--- src/rtl/burst_seq_pkg.sv ---
package burst_seq_pkg;
  typedef enum logic {
    ORD_LINEAR     = 1'b0,
    ORD_INTERLEAVE = 1'b1
  } burst_order_e;
endpackage

--- src/rtl/burst_beat_ctr.sv ---
module burst_beat_ctr #(
  parameter int BEAT_W = 2
) (
  input  logic              clk,
  input  logic              rst,
  input  logic              load,
  input  logic              step,
  input  logic [BEAT_W-1:0] start_off,
  output logic [BEAT_W-1:0] offset_q,
  output logic [BEAT_W-1:0] beat_q,
  output logic [BEAT_W-1:0] beat_nxt
);
  assign beat_nxt = beat_q + BEAT_W'(1);

  always_ff @(posedge clk) begin
    if (rst) begin
      offset_q <= '0;
      beat_q   <= '0;
    end else if (load) begin
      offset_q <= start_off;
      beat_q   <= '0;
    end else if (step) begin
      beat_q   <= beat_nxt;
    end
  end


  load_restart_chk: assert property (@(posedge clk) disable iff (rst)
    load |=> (beat_q == '0) && (offset_q == $past(start_off)));


  beat_step_chk: assert property (@(posedge clk) disable iff (rst)
    (step && !load) |=> beat_q == BEAT_W'($past(beat_q) + 1));


  beat_hold_chk: assert property (@(posedge clk) disable iff (rst)
    (!step && !load) |=> $stable(beat_q) && $stable(offset_q));
endmodule

--- src/rtl/burst_order_map.sv ---
module burst_order_map
  import burst_seq_pkg::*;
#(
  parameter int BEAT_W = 2
) (
  input  burst_order_e      order,
  input  logic [BEAT_W-1:0] offset,
  input  logic [BEAT_W-1:0] beat,
  output logic [BEAT_W-1:0] low_addr
);
  logic [BEAT_W-1:0] lin_addr;
  logic [BEAT_W-1:0] ilv_addr;

  assign lin_addr = offset + beat;
  assign ilv_addr = offset ^ beat;

  always_comb begin
    case (order)
      ORD_INTERLEAVE: low_addr = ilv_addr;
      default:        low_addr = lin_addr;
    endcase
  end
endmodule

--- src/rtl/burst_addr_gen.sv ---
module burst_addr_gen
  import burst_seq_pkg::*;
#(
  parameter int ADDR_W = 20,
  parameter int BEAT_W = 2
) (
  input  logic              clk,
  input  logic              rst,
  input  logic              load,
  input  logic              adv_n,
  input  logic              ilv_mode,
  input  logic [ADDR_W-1:0] ext_addr,
  output logic [ADDR_W-1:0] burst_addr
);
  localparam int UP_W = ADDR_W - BEAT_W;

  logic              advance;
  logic [BEAT_W-1:0] offset_q;
  logic [BEAT_W-1:0] beat_q;
  logic [BEAT_W-1:0] beat_nxt;
  logic [BEAT_W-1:0] low_nxt;
  logic [BEAT_W-1:0] low_q;
  logic [UP_W-1:0]   upper_q;
  burst_order_e      order;

  assign advance = !adv_n && !load;
  assign order   = burst_order_e'(ilv_mode);

  burst_beat_ctr #(.BEAT_W(BEAT_W)) u_ctr (
    .clk       (clk),
    .rst       (rst),
    .load      (load),
    .step      (advance),
    .start_off (ext_addr[BEAT_W-1:0]),
    .offset_q  (offset_q),
    .beat_q    (beat_q),
    .beat_nxt  (beat_nxt)
  );

  burst_order_map #(.BEAT_W(BEAT_W)) u_map (
    .order    (order),
    .offset   (offset_q),
    .beat     (beat_nxt),
    .low_addr (low_nxt)
  );

  always_ff @(posedge clk) begin
    if (rst) begin
      upper_q <= '0;
      low_q   <= '0;
    end else if (load) begin
      upper_q <= ext_addr[ADDR_W-1:BEAT_W];
      low_q   <= ext_addr[BEAT_W-1:0];
    end else if (advance) begin
      low_q   <= low_nxt;
    end
  end

  assign burst_addr = {upper_q, low_q};


  reset_zero_chk: assert property (@(posedge clk)
    rst |=> burst_addr == '0);


  load_capture_chk: assert property (@(posedge clk) disable iff (rst)
    load |=> burst_addr == $past(ext_addr));


  hold_addr_chk: assert property (@(posedge clk) disable iff (rst)
    (adv_n && !load) |=> $stable(burst_addr));


  upper_keep_chk: assert property (@(posedge clk) disable iff (rst)
    !load |=> $stable(upper_q));


  linear_step_chk: assert property (@(posedge clk) disable iff (rst)
    (advance && !ilv_mode) |=> low_q == BEAT_W'(offset_q + beat_q));


  interleave_step_chk: assert property (@(posedge clk) disable iff (rst)
    (advance && ilv_mode) |=> low_q == (offset_q ^ beat_q));
endmodule

--- config.mk ---
export PLATFORM = sky130hd
export DESIGN_NAME = burst_addr_gen
export DESIGN_NICKNAME = d
export VERILOG_FILES = /design/src/rtl/burst_seq_pkg.sv /design/src/rtl/burst_beat_ctr.sv /design/src/rtl/burst_order_map.sv /design/src/rtl/burst_addr_gen.sv
export SDC_FILE = /design/constraint.sdc
export NUM_CORES = 1
export LEC_CHECK = 0
export ABC_AREA = 1
export ABC_CLOCK_PERIOD_IN_PS = 1100
export BUFFER_PORTS_ARGS = -buffer_cell sky130_fd_sc_hd__buf_4
export CELL_PAD_IN_SITES_DETAIL_PLACEMENT = 0
export CELL_PAD_IN_SITES_GLOBAL_PLACEMENT = 1
export CORE_MARGIN = 3
export CORE_UTILIZATION = 27
export CTS_CLUSTER_DIAMETER = 200
export CTS_CLUSTER_SIZE = 14
export DETAILED_ROUTE_END_ITERATION = 6
export GPL_ROUTABILITY_DRIVEN = 0
export PLACE_DENSITY_LB_ADDON = 0.1
export SLEW_MARGIN = 25
export SYNTH_ARGS = -nofsm -noshare
export SYNTH_HDL_FRONTEND = slang
export SYNTH_SLANG_ARGS = --single-unit
--- constraint.sdc ---
create_clock -name clk -period 1.1 [get_ports clk]
set_input_delay 0.22 -clock clk [delete_from_list [all_inputs] [get_ports clk]]
set_output_delay 0.22 -clock clk [all_outputs]
set_load 0.1 [all_outputs]
==> reports/summary.txt <==
F_max - 911 MHz
CP required - 0.88 ns
First drt pass iteration count - 4
Antenna Nets Post-Route - 0
Crit-path max cell delay - 0.38 ns
Drc violations - 0
Synth unique cells - 13
Synth Net Count - 157
First-pass GRT wire length - 4550 µm
Worst-path clk slew - 0.13 ns
Overall power - 2260 µW
Commonest non-fill, non-tap cell in the layout - nor2_1
Maximum number of pins on one net before global-route repair - 14
Clock sinks - 24
Final Cycle Share - 99.8%
Slew Viols, Final - 0
CP delay by family, top - flip-flops
Die Y - 65.1 µm
Max_slew headroom - 88.8%
Data arrival time of the critical path - 0.88 ns
Hpwl dp - 1830 µm
Routed WL - 2500 µm
Initial antenna violation count - 0
Routed length on met1 - 994 µm
Post-synthesis sequential area ratio - 50.9%
Max_cap viols - 0
Root buffer cell - clkbuf_4
Leak pwr - 0.000795 µW
Worst-Skew Late Latency - 0.32 ns
Drt via density - 4.24
Mapped Cells - 131
Post-Syn Area - 943 µm²
Crit path time final - 1.10 ns
H-tree depth - 1
Yosys reg bits - 24
Leading cell types in the layout, fill and taps excluded - nor2_1, buf_4, dfxtp_2
YS warnings - 0
RSZ-0062 raised after global routing - yes
Layout Utilization - 52.6%
Slowest library cell on the worst path - dfxtp_2
Io pins - 45
DR iter-0 viols - 35
Fin Clk Skew - 0.000653 ns
Diode count - 0
CTS tree - yes
Fin nets - 208
Worst path bufs/invs - 1
Hold/Removal Path Class - in2reg
Slew of the pin with the lowest slew margin - 0.167 ns
PwrDens - 1340 nW/µm²
Wire length per cell - 11.1 µm
Global Route Usage Sum - 13.7%
Largest fanout on the critical path - 2
Multi-input gate area - 403 µm²
Top layer in use - met4
Vias - 953
# fillers - 347
Final TNS setup - 0 ns
Vias in the first global route - 1030
Max Root-Sink Buffers - 2
Critical setup path kind - reg2out
Die width - 65.1 µm
Worst vdd ir - 0.000910 V
Site row count - 20
Layout cells sized above 1 - 46.4%
Seq. cell area - 508 µm²
Die ar. - 4240 µm²
Met2 Wirelength - 1290 µm
Gr ovfl total - 0
Syn avg cell area - 7.20 µm²
Std-Cell Core Area - 3200 µm²
CTS Buf Count - 3
Worst setup EP type - primary output
Syn-to-layout area delta - 78.5%
Initial cell density of the core - 29.5%
IO Port Bufs - 44
CP Cell Sequence - buf_12
Final Setup Violations - 0
Startpoint types - register
Fin. Hold Viols - 0
Met3 WL - 189 µm
Status - complete, no violations
==> worst paths after layout <==
kind | startpoint | endpoint | slack [ns] | cells after the start
worst max-delay path | upper_q[17]$_SDFFE_PP0P_ | burst_addr[19] | 0.003 | 1
worst min-delay path | rst | u_ctr.offset_q[0]$_SDFFE_PP0P_ | 0.07 | 2
worst max register to register | u_ctr.beat_q[0]$_SDFFE_PP0P_ | low_q[1]$_SDFFE_PP0P_ | 0.06 | 10
worst min register to register | u_ctr.offset_q[0]$_SDFFE_PP0P_ | u_ctr.offset_q[0]$_SDFFE_PP0P_ | 0.48 | 2
==> kinds of logic after synthesis <==
| group | share of synthesized area (%) |
|---|---|
| buf+inv | 8.49 |
| fa+ha+maj | 1.33 |
| flops | 50.9 |
| simple gates | 27.1 |
| compound gates | 12.2 |
==> flip-flops by register name, indices dropped and copies added (netlist names) <==
register        cells
u_ctr.offset_q      2
upper_q            18
low_q               2
u_ctr.beat_q        2
==> report_power, final <==
| part | switching (µW) | internal [µW] | total, µW |
|---|---|---|---|
| sequential | 55.7 | 938 | 993 |
| combinational | 493 | 303 | 795 |
| clock | 268 | 202 | 470 |
| total | 816 | 1440 | 2260 |
==> metal layers <==
metal / GRT usage (%) / vias to the layer above
li1: - / 506
met1: 14.3 / 417
met2: 24.9 / 26
met3: 5.81 / 4
met4: 3.89 / 0
met5: 0 / -
==> cells in the mapped netlist <==
cell type | instances | area share, %
nor2_2 | 1 | 0.66
ha_1 | 1 | 1.3
nand2_2 | 1 | 0.66
inv_2 | 2 | 0.80
buf_2 | 4 | 2.1
nor2_1 | 37 | 15
inv_1 | 11 | 4.4
o21ai_0 | 19 | 10
buf_6 | 1 | 1.2
nand2_1 | 21 | 8.4
a21oi_1 | 4 | 2.1
dfxtp_1 | 24 | 51
nand3_1 | 5 | 2.7
==> area by class of cell <==
type	instances	area share (%)
inverter	13	2.90
timing repair buffer	51	37.6
clock buffer	4	2.15
multi-input combinational	89	23.9
sequential	24	30.2
tap	44	3.27
==> stage by stage <==
step	std cells	instance area (µm²)	worst slack, ns	hold WS (ns)
6_report	225	1680	0.00273	0.0702
5_1_grt	225	1680	-0.0711	0.0540
4_1_cts	224	1660	-0.0120	0.0555
3_5_place_dp	220	1370	0.0174	0.415
3_3_place_gp	220	1370	0.0376	0.416
2_1_floorplan	131	968	0.0263	0.282
==> timing repair <==
action	4_1_cts	5_1_grt
pin swaps	0	3
setup buffers	0	1
gates resized for setup	61	5
setup endpoints to repair	21	21
hold buffers	0	0
Power figures use the tool's default switching activity.
